==> config.mk <==
export PLATFORM = sky130hd
export DESIGN_NAME = usb_in_ep_ctrl
export DESIGN_NICKNAME = d
export VERILOG_FILES = /design/src/rtl/usb_in_ep_pkg.sv /design/src/rtl/in_ep_occ.sv /design/src/rtl/in_ep_urun.sv /design/src/rtl/in_ep_seq.sv /design/src/rtl/in_ep_ptr.sv /design/src/rtl/usb_in_ep_ctrl.sv
export SDC_FILE = /design/constraint.sdc
export NUM_CORES = 1
export LEC_CHECK = 0
export BUFFER_PORTS_ARGS = -buffer_cell sky130_fd_sc_hd__buf_2
export CORE_MARGIN = 10
export CORE_UTILIZATION = 40
export CTS_CLUSTER_DIAMETER = 120
export DETAILED_ROUTE_END_ITERATION = 7
export PLACE_DENSITY = 0.79
export SKIP_CTS_REPAIR_TIMING = 1
export SLEW_MARGIN = 20
export SYNTH_ARGS = -nofsm -noshare
export SYNTH_HDL_FRONTEND = slang
export SYNTH_SLANG_ARGS = --single-unit
==> constraint.sdc <==
create_clock -name clk -period 1.25 [get_ports clk]
set_clock_uncertainty 0.1 [all_clocks]
set_input_delay 0.0625 -clock clk [delete_from_list [all_inputs] [get_ports clk]]
set_output_delay 0.0625 -clock clk [all_outputs]
set_load 0.02 [all_outputs]
==> src/rtl/usb_in_ep_pkg.sv <==
package usb_in_ep_pkg;

    typedef enum logic [1:0] {
        OCC_EMPTY = 2'b00,
        OCC_ONE   = 2'b01,
        OCC_TWO   = 2'b11
    } occ_t;

    typedef struct packed {
        logic active;
        logic rise;
        logic load;
        logic send;
        logic flush;
    } buf_evt_t;

    typedef struct packed {
        logic [4:0] strobes_rd;
        logic       urun;
        logic [1:0] flags;
    } csr_stat_t;

    function automatic occ_t occ_inc(input occ_t cur);
        return (cur == OCC_EMPTY) ? OCC_ONE : OCC_TWO;
    endfunction

    function automatic occ_t occ_dec(input occ_t cur);
        return (cur == OCC_TWO) ? OCC_ONE : OCC_EMPTY;
    endfunction

    function automatic csr_stat_t pack_status(input occ_t occ, input logic urun);
        csr_stat_t s;
        s.strobes_rd = '0;
        s.urun       = urun;
        s.flags      = occ;
        return s;
    endfunction

endpackage

==> src/rtl/in_ep_occ.sv <==
module in_ep_occ
    import usb_in_ep_pkg::*;
(
    input  logic     clk,
    input  logic     rst,
    input  buf_evt_t evt,
    output occ_t     occ
);
    logic load_ok;
    logic send_ok;

    always_comb begin
        load_ok = evt.load && (occ != OCC_TWO);
        send_ok = evt.send && (occ != OCC_EMPTY);
    end

    always_ff @(posedge clk) begin
        if (rst) begin
            occ <= OCC_TWO;
        end else if (evt.rise) begin
            occ <= OCC_EMPTY;
        end else if (evt.active) begin
            if (evt.flush) begin
                occ <= OCC_EMPTY;
            end else if (load_ok && !send_ok) begin
                occ <= occ_inc(occ);
            end else if (send_ok && !load_ok) begin
                occ <= occ_dec(occ);
            end
        end
    end
endmodule

==> src/rtl/in_ep_urun.sv <==
module in_ep_urun
    import usb_in_ep_pkg::*;
(
    input  logic clk,
    input  logic rst,
    input  logic active,
    input  logic iso,
    input  logic tok,
    input  logic clr,
    input  occ_t occ,
    output logic urun
);
    logic starve;

    always_comb starve = active && iso && tok && (occ == OCC_EMPTY);

    always_ff @(posedge clk) begin
        if (rst) begin
            urun <= 1'b0;
        end else if (starve) begin
            urun <= 1'b1;
        end else if (clr) begin
            urun <= 1'b0;
        end
    end
endmodule

==> src/rtl/in_ep_seq.sv <==
module in_ep_seq (
    input  logic clk,
    input  logic rst,
    input  logic active,
    input  logic iso,
    input  logic ack,
    input  logic init,
    output logic pid
);
    always_ff @(posedge clk) begin
        if (rst) begin
            pid <= 1'b0;
        end else if (init) begin
            pid <= 1'b0;
        end else if (active && ack) begin
            pid <= iso ? 1'b0 : ~pid;
        end
    end
endmodule

==> src/rtl/in_ep_ptr.sv <==
module in_ep_ptr #(
    parameter int PTR_W = 6
) (
    input  logic             clk,
    input  logic             rst,
    input  logic             clr,
    input  logic             step,
    output logic [PTR_W-1:0] ptr
);
    localparam logic [PTR_W-1:0] ONE = PTR_W'(1);

    always_ff @(posedge clk) begin
        if (rst || clr) begin
            ptr <= '0;
        end else if (step) begin
            ptr <= ptr + ONE;
        end
    end
endmodule

==> src/rtl/usb_in_ep_ctrl.sv <==
module usb_in_ep_ctrl
    import usb_in_ep_pkg::*;
#(
    parameter int PTR_W = 6
) (
    input  logic             clk,
    input  logic             rst,
    input  logic             ep_enable,
    input  logic             ep_iso,
    input  logic             cpu_set_rdy,
    input  logic             cpu_clr_urun,
    input  logic             cpu_flush,
    input  logic             cpu_tog_init,
    input  logic             auto_flush,
    input  logic             tok_in,
    input  logic             tx_ok,
    input  logic             fifo_wr_en,
    input  logic             fifo_rd_en,
    output logic [1:0]       sts_flags,
    output logic             underrun,
    output logic             data_pid,
    output logic [PTR_W-1:0] wr_ptr,
    output logic [PTR_W-1:0] rd_ptr,
    output logic [7:0]       csr_rdata
);
    localparam int NPTR = 2;

    logic      en_q;
    buf_evt_t  evt;
    occ_t      occ;
    logic      urun_q;
    csr_stat_t stat;
    logic [NPTR-1:0] ptr_step;
    logic [PTR_W-1:0] ptr_val [NPTR];

    always_ff @(posedge clk) begin
        if (rst) en_q <= 1'b0;
        else     en_q <= ep_enable;
    end

    always_comb begin
        evt.active = ep_enable;
        evt.rise   = ep_enable && !en_q;
        evt.load   = cpu_set_rdy;
        evt.send   = tx_ok;
        evt.flush  = cpu_flush || auto_flush;
    end

    in_ep_occ u_occ (
        .clk (clk),
        .rst (rst),
        .evt (evt),
        .occ (occ)
    );

    in_ep_urun u_urun (
        .clk    (clk),
        .rst    (rst),
        .active (ep_enable),
        .iso    (ep_iso),
        .tok    (tok_in),
        .clr    (cpu_clr_urun),
        .occ    (occ),
        .urun   (urun_q)
    );

    in_ep_seq u_seq (
        .clk    (clk),
        .rst    (rst),
        .active (ep_enable),
        .iso    (ep_iso),
        .ack    (tx_ok),
        .init   (cpu_tog_init),
        .pid    (data_pid)
    );

    assign ptr_step = {fifo_rd_en, fifo_wr_en};

    for (genvar g = 0; g < NPTR; g++) begin : g_ptr
        in_ep_ptr #(.PTR_W(PTR_W)) u_ptr (
            .clk  (clk),
            .rst  (rst),
            .clr  (cpu_tog_init),
            .step (ptr_step[g]),
            .ptr  (ptr_val[g])
        );
    end

    always_comb begin
        stat      = pack_status(occ, urun_q);
        sts_flags = occ;
        underrun  = urun_q;
        wr_ptr    = ptr_val[0];
        rd_ptr    = ptr_val[1];
        csr_rdata = stat;
    end
endmodule

==> impl_metrics.json, run 1 <==
{
  "cts_buffers": 3,
  "switchingPower_uw": 291,
  "crit_type": "reg2reg",
  "worstHoldPathCells": 3,
  "grtUsageMet1_pct": 10.1,
  "cts_buffer_depth": 2,
  "cts_root_buffer": "clkbuf_4",
  "vias": 730,
  "crit_fanout": 4,
  "core_area_um2": 1800,
  "synth_top_cell_area_share_pct": 43.2,
  "drive_gt1_share_pct": 43.8,
  "clkTransAtPathRegs_ps": 100,
  "rows": 15,
  "start_util_pct": 43.7,
  "die_h_um": 64.4,
  "tritoncts": "built",
  "drt-total-wl_um": 2060,
  "synth.most_common_cell": "dfxtp_1",
  "worst_r2r_path_depth": 5,
  "setup_viol": 2,
  "synth_edf_count": 0,
  "p_int_uw": 760,
  "grt_pass1_vias": 693,
  "clkLatencyLatePin_ps": 290,
  "dp_slack_ps": -68.9,
  "clkSinkCount": 17,
  "irDropWorstVdd_mv": 0.611,
  "num_io_pins": 37,
  "ys_ff_latch": 17,
  "yosys-top-cells-area": "dfxtp_1, buf_4, nor2_1, xor2_1, ha_1",
  "synth_flop_cell": "dfxtp_1",
  "dp_hpwl_um": 1450,
  "fmax_mhz": 784,
  "finalCritPeriodShare_pct": 102,
  "arrival_ps": 1360,
  "grt-busiest-layer": "met2",
  "yosys.area.top_type": "dfxtp_1",
  "power.share.switching_pct": 27.7,
  "grt-ovfl-total": 0,
  "drv_cap": 0,
  "pwr-share-clk_pct": 27.1,
  "seq_power_share_pct": 54.2,
  "place_area_um2": 955,
  "min_period_ps": 1280,
  "grt_pass1_wl_um": 2990,
  "drt-initial-drc-count": 25,
  "fin_area_um2": 1140,
  "use_met3_pct": 5.92,
  "hold_path.class": "in2reg",
  "crit_path_start_kind": "flop",
  "dieArea_um2": 4140,
  "tns_ps": -43.8,
  "ant_nets": 0,
  "fin_util_pct": 63.3,
  "finalMaxSlewViolations": 0,
  "drt_first_pass_iters": 4,
  "syn_avg_cell_area_um2": 8.84,
  "nFillCells": 164,
  "ys_seq_area_share_pct": 43.2,
  "rsz0062_at_grt": "true",
  "worst_setup_path_end_kind": "flop",
  "whs_ps": -3.62,
  "syn-instance-count": 89,
  "met2_usage_pct": 12.1,
  "syn_area_um2": 787,
  "combPwrFrac_pct": 18.8,
  "synth.distinct_cells": 21,
  "n_antenna_cell": 0,
  "grt_max_degree": 14,
  "port_buffers": 31,
  "synthTopCellsByCount": "dfxtp_1, nor2_1, buf_4",
  "gp_congestion": 0.762,
  "layout_setup_ws_ps": -26.2,
  "leakagePower_nw": 0.531,
  "track_usage_pct": 8.64,
  "run_status": "finished with violations",
  "wl_per_cell_um": 13.3,
  "viasPerCell": 4.71,
  "die_x_um": 64.4,
  "cp.required_ps": 1340,
  "hold_viol": 1,
  "syn_to_final_growth_pct": 45.0,
  "yosysWarnings": 0,
  "cellPowerDensity_nw_per_um2": 921,
  "antenna_found_initial": 0,
  "async_reset_ff_share_pct": 0,
  "failed_checks": "negative hold slack, negative setup slack",
  "htreeDepth": 1,
  "nNetsFinal": 147,
  "drcViolationCount": 0
}
## power groups by stage
stage / Sequential [mW] / Combinational (mW) / Clock, mW
final: 0.569 / 0.197 / 0.285
after global routing: 0.572 / 0.214 / 0.331
after CTS: 0.566 / 0.149 / 0.301
after detailed placement: 0.578 / 0.148 / 0
after global placement: 0.577 / 0.144 / 0
after floorplan: 0.594 / 0.0912 / 0
## sequential cells by signal, summed over array words and instances, names as in the netlist
name	count
g_ptr.u_ptr.ptr	12
en_q	1
u_seq.pid	1
u_urun.urun	1
u_occ.occ	2
## cell usage in the layout, fill, tap and decap left out, types with 2 or more instances in the layout
cell type	netlist	layout
buf_2	0	31
nor2_1	15	15
dfxtp_1	17	9
dlygate4sd3_1	0	9
nand2_1	7	7
xor2_1	6	6
conb_1	1	5
a21oi_1	7	4
dfxtp_2	0	4
dfxtp_4	0	4
a21oi_2	0	3
nand4_1	3	3
mux2i_1	3	3
clkbuf_4	0	3
o21ai_0	5	2
xnor2_1	2	2
ha_1	3	2
buf_4	8	2
## metal layers
metal	up-vias	part of all wire (%)
met2	32	44
met3	2	11
met4	0	0.68
met1	327	45
met5	-	0
li1	369	-
## layout make-up
cell class	count	area, um2	area share (%)
multi-input cells	65	454	39.8
flip-flops and latches	17	360	31.6
clock buffers	3	22.5	1.97
well taps	25	31.3	2.74
repair buffers	42	260	22.8
inverters	2	7.51	0.658
clock inverters	1	5.00	0.439
## critical path, cell delays in order (launching register included)
cell	delay [ps]
dfxtp_4	380
a21boi_4	180
ha_4	230
inv_2	60
a21oi_2	50
o31ai_1	190
## worst paths after layout
check | slack [ps] | end | from
setup / recovery | -30 | u_occ.occ[1] | u_occ.occ[0]
hold / removal | -4 | g_ptr[1].u_ptr.ptr[1] | fifo_rd_en
setup reg to reg | -30 | u_occ.occ[1] | u_occ.occ[0]
hold reg to reg | 390 | u_occ.occ[0] | en_q
## cells by family after synthesis
family	after synthesis	synth area share [%]
buffers and inverters	11	9.06
other	1	0.476
and+or+nand+nor	31	19.2
AOI/OAI and AO/OA	15	10.5
muxes	3	3.82
adders and majority gates	3	4.77
DFF	17	43.2
xor gates and xnor gates	8	8.90
## metrics by stage
stage | total power, mW | cells
5_1_grt | 1.12 | 155
3_5_place_dp | 0.727 | 142
6_report | 1.05 | 155
2_1_floorplan | 0.685 | 93
4_1_cts | 1.02 | 146
3_3_place_gp | 0.721 | 142
(Power assumes the default switching activity.)
==> run 2, diff against run 1 <==
Settings changed: SETUP_SLACK_MARGIN from default to 0.05.
==> run 2 against run 1 <==
Effect of this change:
- the flow finishes with violations (negative setup slack)
- clock-buffer cell count did not move
- cell count fell by 0.65%
- core utilization rose by 0.56 points
- worst hold slack improved by 24 ps
- non-clock buffer count fell by 1
- total power fell by 0.78%
- clock power barely moved
- routed wire length rose by 1.2%
- design area rose by 0.88%
- sequential power fell by 0.9%
- critical path type unchanged
- critical endpoint unchanged
- largest cell class unchanged
==> impl_metrics.json, run 2 (synthesized netlist as in run 1, its figures left out) <==
{
  "tritoncts": "built",
  "arrival_ps": 1360,
  "finalMaxSlewViolations": 0,
  "crit_family": "compound AO/OA/AOI/OAI gates",
  "power.share.switching_pct": 27.9,
  "failed_checks": "negative setup slack",
  "fmax_mhz": 785,
  "r2r_end": "u_occ.occ[1]",
  "drt-total-wl_um": 2080,
  "min_to": "g_ptr[0].u_ptr.ptr[1]",
  "dp_hpwl_um": 1450,
  "whs_ps": 20.1,
  "start_util_pct": 43.7,
  "critPathBufInv": 1,
  "cts_buffer_depth": 2,
  "multi_input_area_um2": 468,
  "rsz0062_at_grt": "true",
  "grt_pass1_wl_um": 2990,
  "startpoint": "u_occ.occ[0]",
  "worst_setup_path_end_kind": "flop",
  "clkSinkCount": 17,
  "antenna_found_initial": 0,
  "drv_cap": 0,
  "syn_to_final_growth_pct": 46.3,
  "cts_root_buffer": "clkbuf_4",
  "tns_ps": -43.1,
  "leakagePower_nw": 0.524,
  "gp_congestion": 0.762,
  "run_status": "finished with violations",
  "ant_nets": 0,
  "layout_setup_ws_ps": -24.7,
  "hold_path.class": "in2reg",
  "drt-initial-drc-count": 24,
  "track_usage_pct": 8.64,
  "setup_viol": 2,
  "htreeDepth": 1,
  "core_area_um2": 1800,
  "crit_slowest_cell": "dfxtp_4",
  "max_stage_delay_ps": 380,
  "worst_r2r_path_depth": 5,
  "drive_gt1_share_pct": 46.5,
  "dp_slack_ps": -68.9,
  "clkTransAtPathRegs_ps": 100,
  "finalCritPeriodShare_pct": 102,
  "dieArea_um2": 4140,
  "nNetsFinal": 146,
  "mostFrequentLayoutCell": "buf_2",
  "combPwrFrac_pct": 18.8,
  "die_h_um": 64.4,
  "vias": 739,
  "crit-reg2reg-launch": "u_occ.occ[0]",
  "regArea_um2": 369,
  "n_antenna_cell": 0,
  "num_io_pins": 37,
  "crit_fanout": 4,
  "drt_first_pass_iters": 4,
  "irDropWorstVdd_mv": 0.605,
  "hold_viol": 0,
  "nFillCells": 162,
  "grt_pass1_vias": 693,
  "reg_top3": "g_ptr.u_ptr.ptr: 12 flops, u_occ.occ: 2 flops",
  "hold_start": "fifo_wr_en",
  "worstPathCellList": "a21boi_4 > ha_4 > inv_2 > a21oi_2 > o31ai_1",
  "seq_power_share_pct": 54.1,
  "grt-ovfl-total": 0,
  "min_period_ps": 1270,
  "largest_register_ffs": 12,
  "drcViolationCount": 0,
  "placedCellCount": 142,
  "grt_max_degree": 14,
  "regMostFlops": "g_ptr.u_ptr.ptr",
  "p_int_uw": 752,
  "rows": 15,
  "pwr-share-clk_pct": 27.1,
  "worstHoldPathCells": 3,
  "cts_buffers": 3,
  "r2r_slack_ps": -20,
  "die_x_um": 64.4,
  "final_cells": 154,
  "cp.required_ps": 1340,
  "clkLatencyLatePin_ps": 280,
  "final_cell_mix": "buf_2, nor2_1, dfxtp_1",
  "switchingPower_uw": 290,
  "wl_per_cell_um": 13.5,
  "viasPerCell": 4.80,
  "cellPowerDensity_nw_per_um2": 906,
  "port_buffers": 31,
  "crit_path_start_kind": "flop",
  "crit_type": "reg2reg"
}
run 2: how the worst max path moves through the flow:
stage / endpoint / slack (ps) / depth (start not counted)
2_1_floorplan: u_occ.occ[0] / -50 / 5
3_3_place_gp: u_occ.occ[0] / 0.6 / 5
3_5_place_dp: u_occ.occ[1] / -70 / 5
4_1_cts: u_occ.occ[1] / -90 / 5
5_1_grt: u_occ.occ[0] / -60 / 5
6_report: u_occ.occ[1] / -20 / 5
run 2: metal layers:
| layer | GRT usage [%] | share of wire [%] |
|---|---|---|
| met1 | 10.1 | 42 |
| met2 | 12.1 | 47 |
| met3 | 5.92 | 11 |
| met4 | 3.21 | 0.67 |
| met5 | 0 | 0 |
run 2: final cells by class:
class / instances / area share (%)
Multi-Input combinational cell: 65 / 40.7
Clock inverter: 1 / 0.435
Clock buffer: 3 / 1.96
Inverter: 2 / 0.652
Tap cell: 25 / 2.72
Sequential cell: 17 / 32.1
Timing Repair Buffer: 41 / 21.5
run 2: tightest hold or removal path, cell delays in order:
cell,delay [ps]
buf_2,160
mux2i_1,90
nor2_1,70
run 2: power groups by stage:
stage	Sequential (mW)	Combinational (mW)	Clock [mW]
floorplan	0.594	0.0912	0
global placement	0.577	0.144	0
detailed placement	0.578	0.148	0
CTS	0.566	0.149	0.301
global route	0.567	0.213	0.331
finish	0.564	0.196	0.283
run 2: metrics by stage:
step / utilization [%] / power [mW] / area (um2)
4_1_cts: 54.5 / 1.02 / 982
3_3_place_gp: 53.0 / 0.721 / 955
5_1_grt: 63.9 / 1.11 / 1150
6_report: 63.9 / 1.04 / 1150
3_5_place_dp: 53.0 / 0.727 / 955
2_1_floorplan: - / 0.685 / 817
